File: src/rtl/prescaled_timer.sv
module prescaled_timer #(
  parameter int PRE_W = 8
) (
  input  logic        clk,
  input  logic        rst_n,
  input  logic        tick_i,
  input  logic        ext_pin_i,
  input  logic        src_ext_i,
  input  logic        ext_fall_i,
  input  logic        wide_i,
  input  logic        presc_bypass_i,
  input  logic [2:0]  presc_sel_i,
  input  logic        wr_en_i,
  input  logic [15:0] wr_data_i,
  input  logic        flag_clr_i,
  output logic [15:0] count_o,
  output logic        ovf_o
);

  logic [2:0]       pin_q;
  logic [PRE_W-1:0] pre_q;
  logic [PRE_W-1:0] pre_mask;
  logic [15:0]      cnt_q, cnt_nx;
  logic             ovf_q;
  logic             ext_evt, evt, run, bump, wrap;

  always_ff @(posedge clk or negedge rst_n)
    if (!rst_n) pin_q <= '0;
    else        pin_q <= {pin_q[1:0], ext_pin_i};

  assign ext_evt  = ext_fall_i ? (~pin_q[1] & pin_q[2]) : (pin_q[1] & ~pin_q[2]);
  assign evt      = src_ext_i ? ext_evt : tick_i;
  assign run      = evt & ~ovf_q;
  assign pre_mask = ~({PRE_W{1'b1}} << ({1'b0, presc_sel_i} + 4'd1));
  assign bump     = presc_bypass_i ? run : (run && ((pre_q & pre_mask) == pre_mask));
  assign wrap     = wide_i ? (&cnt_q) : (&cnt_q[7:0]);
  assign cnt_nx   = wide_i ? cnt_q + 16'd1 : {cnt_q[15:8], cnt_q[7:0] + 8'd1};

  always_ff @(posedge clk or negedge rst_n)
    if (!rst_n)                     pre_q <= '0;
    else if (wr_en_i)               pre_q <= '0;
    else if (run && !presc_bypass_i) pre_q <= pre_q + 1'b1;

  always_ff @(posedge clk or negedge rst_n)
    if (!rst_n)       cnt_q <= '0;
    else if (wr_en_i) cnt_q <= wr_data_i;
    else if (bump)    cnt_q <= cnt_nx;

  always_ff @(posedge clk or negedge rst_n)
    if (!rst_n)                       ovf_q <= 1'b0;
    else if (bump && wrap && !wr_en_i) ovf_q <= 1'b1;
    else if (flag_clr_i)              ovf_q <= 1'b0;

  assign count_o = cnt_q;
  assign ovf_o   = ovf_q;

  p_frozen_r6: assert property (@(posedge clk) disable iff (!rst_n)
    (ovf_q && !wr_en_i) |=> $stable(cnt_q));
  p_sticky_r6: assert property (@(posedge clk) disable iff (!rst_n)
    (ovf_q && !flag_clr_i) |=> ovf_q);
  p_write_r7: assert property (@(posedge clk) disable iff (!rst_n)
    wr_en_i |=> (cnt_q == $past(wr_data_i)));
  p_hold_hi_r4: assert property (@(posedge clk) disable iff (!rst_n)
    (!wr_en_i && !wide_i) |=> (cnt_q[15:8] == $past(cnt_q[15:8])));
  p_wrap_zero_r4: assert property (@(posedge clk) disable iff (!rst_n)
    $rose(ovf_q) |-> (cnt_q[7:0] == 8'h00));
  p_step_r2: assert property (@(posedge clk) disable iff (!rst_n)
    (!wr_en_i && wide_i && !(&cnt_q)) |=>
      (cnt_q == $past(cnt_q) || cnt_q == $past(cnt_q) + 16'd1));

endmodule

File: config.mk
export PLATFORM = sky130hd
export DESIGN_NAME = prescaled_timer
export DESIGN_NICKNAME = d
export VERILOG_FILES = /design/src/rtl/prescaled_timer.sv
export SDC_FILE = /design/constraint.sdc
export NUM_CORES = 1
export LEC_CHECK = 0
export BUFFER_PORTS_ARGS = -buffer_cell sky130_fd_sc_hd__buf_4
export CORE_MARGIN = 8
export CORE_UTILIZATION = 25
export CTS_CLUSTER_SIZE = 12
export DETAILED_ROUTE_END_ITERATION = 8
export PLACE_DENSITY_LB_ADDON = 0.05
export SETUP_SLACK_MARGIN = 0.3
export SLEW_MARGIN = 0
export SYNTH_ARGS = -nofsm -noshare
export SYNTH_HDL_FRONTEND = slang
export SYNTH_SLANG_ARGS = --single-unit
File: constraint.sdc
create_clock -name clk -period 2.9 [get_ports clk]
set_input_delay 0.58 -clock clk [delete_from_list [all_inputs] [get_ports clk]]
set_output_delay 0.58 -clock clk [all_outputs]
set_load 0.05 [all_outputs]
# == Word level (Yosys, flattened, before mapping) ==
# Cells that the tools add are included.
# totals
word_cells,43
reg_bits,28
out_inout_bits,17
# classes
addsub,4
reduce_logical,13
n_mux,11
shift,1
bitwise,8
n_eq_ne,1
# op_table
cell,count
$mux W16,3
$add A16 B1 Y16 const B,1
$add A8 B1 Y8 const B,2
$mux W8,2
$reduce_and A16 Y1,1
$and A8 B8 Y8,1
$eq A8 B8 Y1,1
$not A8 Y8,1
$reduce_and A8 Y1,1
$reduce_bool A2 Y1,4
$shl A8 B4 Y8 const A,1
$mux W1,6
$add A3 B1 Y4 const B,1
$logic_and A1 B1 Y1,4
$and A1 B1 Y1,3
$not A1 Y1,3
$logic_not A1 Y1,2
$reduce_and A2 Y1,1

# == Logic depth before layout (Yosys ltp) ==
# Gate-level depths: netlist (run 1).
# depth
ltp_word,10
mapped_depth,8
mapped_depth_nobuf,7

# == Least setup slack after synthesis (run 1) ==
# OpenSTA, ideal clock, no wires.
# synth_timing
path_kind,input -> register
startpoint,in presc_sel_i[0]
endpoint,reg cnt_q[10] (netlist: count_o[10])
required_ns,2.818
arrival_ns,2.466
path_slack_ns,0.352
setup_time_ns,0.082
stages,8
cell_sequence,ha_1 ha_1 a31oi_1 a21oi_1 o41a_1 buf_2 or4_1 a31oi_1
# synth_via
elab_chain_len,9
# synth_rtl
element,line_no,rtl
"start, declared",12,"input logic [2:0] presc_sel_i,"
$add A3 B1 Y4 *,34,"assign pre_mask = ~({PRE_W{1'b1}} << ({1'b0, presc_sel_i} + 4'd1));"
$shl A8 B4 Y8 *,34,
$not A8 Y8 *,34,
$and A8 B8 Y8,35,assign bump = presc_bypass_i ? run : (run && ((pre_q & pre_mask) == pre_mask));
$eq A8 B8 Y1 *,35,
$logic_and A1 B1 Y1 *,35,
$mux W1 *,35,
$reduce_bool A2 Y1 (no source line) *,-,
$reduce_and A2 Y1 (no source line) *,-,
"end signal, assigned",46,else if (wr_en_i) cnt_q <= wr_data_i;
"end signal, assigned",47,else if (bump) cnt_q <= cnt_nx;
"end, declared",23,"logic [15:0] cnt_q, cnt_nx;"
# Every way passes the cells marked *; elsewhere a longest branch is shown, timed or not.
# A chain may end at the register's enable or synchronous reset.

# == Worst setup path after layout (run 1) ==
# layout_timing
startpoint,in presc_sel_i[0]
endpoint,reg cnt_q[6] (netlist: count_o[6])
# layout_via
elab_chain_len,8
# layout_rtl
element,line_no
$add A3 B1 Y4 *,34
$shl A8 B4 Y8 *,34
$not A8 Y8 *,34
$and A8 B8 Y8,35
$eq A8 B8 Y1 *,35
$logic_and A1 B1 Y1 *,35
$mux W1 *,35
$reduce_bool A2 Y1 (no source line) *,-
# Marked as above.

==> results by group, run 1 <==
Critical path
  • Worst setup path endpoint: count_o[6]$_DFFE_PN0P_
  • Reg-to-reg startpoint: pre_q[2]$_DFFE_PN0P_
  • Worst R2R Setup Slack: 640 ps
  • Crit path largest cell delay: 500 ps
  • R2r worst-path depth: 6
  • Data required time of the critical path: 3100 ps
  • Critical Path Slowest Stage Cell: or4_1
  • Data arrival time of the critical path: 2710 ps
  • Kind of end point of the critical path: flip-flop
  • Startpoint of the worst setup timing path: presc_sel_i[0]
  • Cell-by-cell listing of the critical path: buf_4, ha_1, ha_1, nand2b_1, a21boi_0, o41a_1, buf_12, or4_1, a31oi_1
  • Logic depth of the worst setup path including buffers: 9
  • Top delay family on crit path: compound AO/OA/AOI/OAI gates
  • Type of element launching the critical path: primary input
  • Crit path kind: in -> reg
  • Capture instance of the worst register-to-register path: count_o[6]$_DFFE_PN0P_
  • Maximum fanout along the worst path: 30
  • Number of buffer and inverter stages on the critical path: 2
  • Cell mode on critical path: ha_1

Place
  • Placed inst area: 0.00207 sq mm
  • IO buf count: 45
  • DP HPWL: 3.53 mm
  • Cell Count Post-Placement: 303
  • Routability-driven placement congestion ratio: 0.764

Power
  • Reg power frac: 44.0%
  • Leak Pwr: 0.855 nW
  • Comb pwr share: 25.4%
  • Power Density: 479 mW/mm^2
  • Switching portion of total power: 32.3%
  • Clock network fraction of design power: 30.6%
  • Switching component of the power: 330 uW
  • Internal power: 694 uW
  • Worst vdd ir: 171 uV

Yosys
  • Post-synth top flop: dfrtp_1
  • Leading cell type by number of instances after synthesis: dfrtp_1
  • Library cells used by synthesis: 37
  • Post-synthesis cell area: 0.00164 sq mm
  • FF+latch count, synth: 28
  • List of most frequent post-synthesis cells: dfrtp_1 (28), nor2_1 (26), a31oi_1 (18)
  • Cell taking the most area after synthesis: dfrtp_1
  • Synthesis warning total: 0
  • Synthesized instance count: 189
  • Per-instance average area after synthesis: 8.70 sq um
  • Sequential fraction of the synthesis area: 42.6%
  • Cell types with the largest area share after synthesis: dfrtp_1 (43%), a31oi_1 (6.8%), nor2_1 (5.9%)
  • Net Count, Synth: 222
  • Share of Yosys cell area claimed by the top area cell type: 42.6%
  • Proportion of synthesized flip-flops having asynchronous set or reset: 100%
  • Post-synth EDFFs: 0

Floorplanning
  • Floorplan die area: 0.00943 sq mm
  • Horizontal extent of the die: 97.1 microns
  • Die extent in y: 97.1 microns
  • Ports placed on the boundary: 46
  • Count of standard-cell rows: 29
  • Placeable core area: 0.00635 sq mm
  • Initial Utilization: 25.9%

Status
  • Outcome: complete, no violations

Clocking
  • Clock sinks: 28
  • Cts bufs inserted: 3
  • Clk slew on worst S/H paths: 100 ps
  • Cells resized by post-CTS repair: 0
  • CTS root buf: clkbuf_8
  • Clock Path Buffers: 2
  • Clock latency on the worst-skew pair: 270 ps
  • Clock tree from TritonCTS: built
  • Number of levels the H-tree was split into: 1

Hold path
  • Type of the most critical hold path: in -> async

GRT
  • Gr usage total: 9.79%
  • Vias in the first global route: 1535
  • First-pass GRT wire length: 7.80 mm
  • Total congestion overflow: 0
  • Number of antenna violations at the first check in global routing: 0
  • Maximum number of pins on one net before global-route repair: 31

Flow run
  • Number of max-cap violations: 0

Final layout
  • Non-Filler Cell Area, Final: 0.00214 sq mm
  • # nets final: 264
  • Antenna fix cells: 0
  • Layout cell share with drive strength beyond 1: 24.3%
  • Area grow syn2layout: 30.1%
  • Number of cells in the finished layout apart from fillers: 307

STA
  • Unrepaired setup endpoints after global routing: false
  • Number of failing hold endpoints at the final stage: 0
  • Final critical-path share of the clock period: 86.4%
  • Worst Max-Slew Pin Slew: 648 ps
  • Max-slew violations: 0
  • Worst slew margin: 56.4%
  • Final setup TNS: 0 ps
  • Final period demand of the worst path: 2510 ps
  • Number of failing setup endpoints in the final timing report: 0
  • Timing-limited maximum frequency: 399 MHz
  • Final Skew: 1.41 ps

Drt
  • Vias/cell: 5.17
  • Post-detailed-route wirelength per cell: 15.3 microns
  • Aggregate routed wire length: 4.70 mm
  • Number of routed nets with antenna violations: 0
  • Detailed-route DRC error count: 0
  • First drt pass iteration count: 4
  • Overall via count from detail_route: 1588
  • Detailed router's first-iteration violation count: 30
[layout by cell type, fill, tap and decap left out, types with 2 or more instances in the layout]
cell and instances:
nand3_1 12, nand4_1 9, inv_1 4, nor3_1 2, o31ai_1 5, nand2b_1 2, or4_1 5, or3_1 9
ha_1 4, dfrtp_1 28, buf_4 47, a21oi_1 2, nand2_1 12, nor4_1 3, nor2_1 26, o21ai_0 11
a21boi_0 2, a31oi_1 18, o21bai_1 2, clkbuf_8 3, xor2_1 6
[worst reg2reg max path: stages, from the launching register on]
cell      delay, ps
dfrtp_1         510
o21bai_1        160
o221ai_1        170
o41a_1          480
buf_12          170
or4_1           510
a31oi_1         180
[metal layers]
layer  track usage (%)  wire length (microns)
met1              13.5                   2330
met2              14.7                   2060
met3              2.20                    267
met4              2.84                     40
met5                 0                      0
[stage by stage]
step | setup WS (ps) | power [mW] | utilization (%) | hold slack (ps)
4_1_cts | 350 | 1.05 | 33.7 | 219
2_1_floorplan | 352 | 0.610 | - | 284
3_5_place_dp | 55.6 | 0.724 | 32.6 | 336
6_report | 394 | 1.02 | 33.7 | 208
5_1_grt | 308 | 1.08 | 33.7 | 229
3_3_place_gp | 104 | 0.725 | 32.6 | 331
[power groups by stage]
stage / logic, mW / clock network (mW) / registers (mW)
floorplan: 0.0846 / 0 / 0.526
global placement: 0.266 / 0 / 0.460
detailed placement: 0.266 / 0 / 0.458
CTS: 0.266 / 0.329 / 0.451
global route: 0.284 / 0.339 / 0.458
finish: 0.260 / 0.313 / 0.451
[cell families (layout without fill, tap and decap cells)]
kind of cell	count (synthesis)	in the layout	synth area share [%]
AND/OR/NAND/NOR	87	87	27.2
buffers and inverters	15	56	3.65
flip-flops	28	28	42.6
adder cells (fa/ha/maj)	4	4	3.04
XOR/XNOR	7	7	3.73
AO/OA/AOI/OAI	48	48	19.8
[what timing repair did]
action                     CTS  global route
setup endpoints to repair    0             5
buffers inserted             0             0
hold buffers                 0             0
[worst min path at each step]
stage,startpoint,end,slack [ps],depth (start not counted)
3_3_place_gp,pin_q[0]$_DFF_PN0_,pin_q[1]$_DFF_PN0_,330,0
3_5_place_dp,pin_q[0]$_DFF_PN0_,pin_q[1]$_DFF_PN0_,340,0
2_1_floorplan,rst_n,count_o[0]$_DFFE_PN0P_,280,0
4_1_cts,rst_n,pre_q[7]$_DFFE_PN0P_,220,1
5_1_grt,rst_n,count_o[3]$_DFFE_PN0P_,230,1
6_report,rst_n,pre_q[7]$_DFFE_PN0P_,210,1
[state kept, by name, indices dropped and copies added, names as in the netlist]
name,flops
pin_q,3
count_o,16
pre_q,8
ovf_o,1
[area by class of cell]
cell class | count | area, sq um
Clock buffer | 3 | 41.3
Clock inverter | 1 | 30.0
Fill cell | 669 | 4210
Inverter | 4 | 15.0
Multi-Input combinational cell | 146 | 883
Sequential cell | 28 | 701
Tap cell | 77 | 96.3
Timing Repair Buffer | 48 | 373
No activity file was read; power rests on OpenSTA's default activity.
==> run 2: changes to the inputs <==
BUFFER_PORTS_ARGS = not set   (was -buffer_cell sky130_fd_sc_hd__buf_4)
DONT_BUFFER_PORTS = 1   (was not set)
GPL_TIMING_DRIVEN = 0   (was not set)
REMOVE_ABC_BUFFERS = 1   (was not set)
==> run 2 against run 1 <==
- via count shrank 11%
- setup slack gained 30 ps
- clock power shrank 19%
- cell count shrank 15%
- non-clock buffer count shrank 47
- power shrank 12%
- register-to-register slack lost 200 ps
- first-iteration DRC count grew 130%
- critical path type unchanged
- largest power group unchanged
==> results by group, run 2 (synthesized netlist as in run 1, its figures left out) <==
Place
  • IO buf count: 0
  • DP HPWL: 3.47 mm
  • Routability-driven placement congestion ratio: 0.787

Critical path
  • Number of buffer and inverter stages on the critical path: 0
  • Critical Path Slowest Stage Cell: o41a_4
  • Maximum fanout along the worst path: 30
  • Type of element launching the critical path: primary input
  • Crit path kind: in -> reg
  • Crit path largest cell delay: 640 ps
  • Top delay family on crit path: compound AO/OA/AOI/OAI gates
  • Data arrival time of the critical path: 2670 ps
  • Kind of end point of the critical path: flip-flop
  • Data required time of the critical path: 3100 ps
  • Cell-by-cell listing of the critical path: ha_1, ha_1, a31oi_1, a21oi_1, o41a_4, or4_1, a31oi_1

Power
  • Worst vdd ir: 176 uV
  • Power Density: 501 mW/mm^2
  • Overall power consumption: 898 uW
  • Leak Pwr: 0.627 nW

STA
  • Final critical-path share of the clock period: 85.4%
  • Worst Max-Slew Pin Slew: 878 ps
  • Final period demand of the worst path: 2480 ps
  • Timing-limited maximum frequency: 404 MHz
  • Unrepaired setup endpoints after global routing: false
  • Worst slew margin: 41.4%
  • Number of failing hold endpoints at the final stage: 0
  • Number of failing setup endpoints in the final timing report: 0
  • Max-slew violations: 0
  • Final Skew: 3.02 ps
  • Final hold slack: 103 ps

Final layout
  • Combined area of the multi-input logic cells: 900 sq um
  • Area grow syn2layout: 8.98%
  • Most common library cell in the layout ignoring fill and taps: nor2_1
  • Layout cell share with drive strength beyond 1: 8.20%
  • Reg area: 706 sq um
  • Antenna fix cells: 0
  • Most frequent cells in the layout: nor2_1 (26), dfrtp_1 (24), a31oi_1 (17)
  • Flip-flop count of the largest register after layout: 16
  • # nets final: 217
  • Filler cell count in the final layout: 680

Clocking
  • CTS root buf: clkbuf_8
  • Post-CTS repair timing setup buffer count: 0
  • Clock tree from TritonCTS: built
  • Clk slew on worst S/H paths: 100 ps
  • Cts bufs inserted: 3
  • Number of levels the H-tree was split into: 1
  • Clock Path Buffers: 2
  • Clock latency on the worst-skew pair: 280 ps
  • Clock sinks: 28

GRT
  • Total congestion overflow: 0
  • Number of antenna violations at the first check in global routing: 0
  • Vias in the first global route: 1354
  • Gr usage total: 9.81%
  • First-pass GRT wire length: 7.56 mm
  • Maximum number of pins on one net before global-route repair: 31

Floorplanning
  • Initial Utilization: 25.9%
  • Placeable core area: 0.00635 sq mm
  • Floorplan die area: 0.00943 sq mm
  • Horizontal extent of the die: 97.1 microns
  • Die extent in y: 97.1 microns
  • Ports placed on the boundary: 46
  • Count of standard-cell rows: 29

Hold path
  • Type of the most critical hold path: in -> async

Drt
  • Overall via count from detail_route: 1411
  • Post-detailed-route wirelength per cell: 18.3 microns
  • Detailed-route DRC error count: 0
  • Vias/cell: 5.43
  • Detailed router's first-iteration violation count: 68
  • Aggregate routed wire length: 4.77 mm
  • Number of routed nets with antenna violations: 0
  • First drt pass iteration count: 4

Flow run
  • Number of max-cap violations: 0

Status
  • Outcome: complete, no violations
## run 2: cell types whose count changed in the layout (fill, tap and decap cells not counted), sizes merged
| cell | before | now |
|---|---|---|
| buf | 48 | 1 |
| bufinv | 1 | 0 |
| clkbuf | 3 | 4 |
## run 2: path summary, 6_finish.rpt
| path | cells past startpoint | endpoint | startpoint | slack (ps) |
|---|---|---|---|---|
| hold / removal | 1 | pre_q[7]$_DFFE_PN0P_ | rst_n | 100 |
| setup reg to reg | 5 | count_o[13]$_DFFE_PN0P_ | count_o[0]$_DFFE_PN0P_ | 440 |
| setup / recovery | 7 | count_o[13]$_DFFE_PN0P_ | presc_sel_i[0] | 420 |
| hold reg to reg | 0 | pin_q[1]$_DFF_PN0_ | pin_q[0]$_DFF_PN0_ | 360 |
| min in group clk | 0 | pin_q[0]$_DFF_PN0_ | ext_pin_i | 320 |
| max in group asynchronous | 1 | count_o[7]$_DFFE_PN0P_ | rst_n | 2610 |
## run 2: cell type report
cell class,count,share of cell area [%]
clock buffers,4,3.07
inverters,4,0.838
multi-input cells,146,50.2
flip-flops and latches,28,39.4
well taps,77,5.38
repair buffers,1,1.12
## run 2: metal layers
layer  track usage, %  wire (microns)
met5                0               0
met4             1.89              23
met3             4.41             434
met2             14.7            2020
met1             12.6            2290
## run 2: power breakdown
group / total [mW] / switching, mW / leakage, nW / internal, mW
registers: 0.533 / 0.118 / 0.336 / 0.415
clock network: 0.254 / 0.132 / 0.0288 / 0.122
logic: 0.111 / 0.0695 / 0.262 / 0.0419
total: 0.898 / 0.319 / 0.627 / 0.579
## run 2: through the flow
step	area (sq um)	setup TNS [ps]	cells	utilization (%)	setup WS [ps]
2_1_floorplan	1600	0	178	-	227
3_3_place_gp	1700	-5.29	255	26.7	-5.29
3_5_place_dp	1700	-172	255	26.7	-44.7
4_1_cts	1770	0	260	27.9	322
5_1_grt	1790	0	260	28.2	308
6_report	1790	0	260	28.2	424
## run 2: repair_timing
action                     CTS  global route
setup endpoints to repair    5            10
hold buffers                 1             0
gates resized for setup      1             6
hold endpoints to repair    28             0
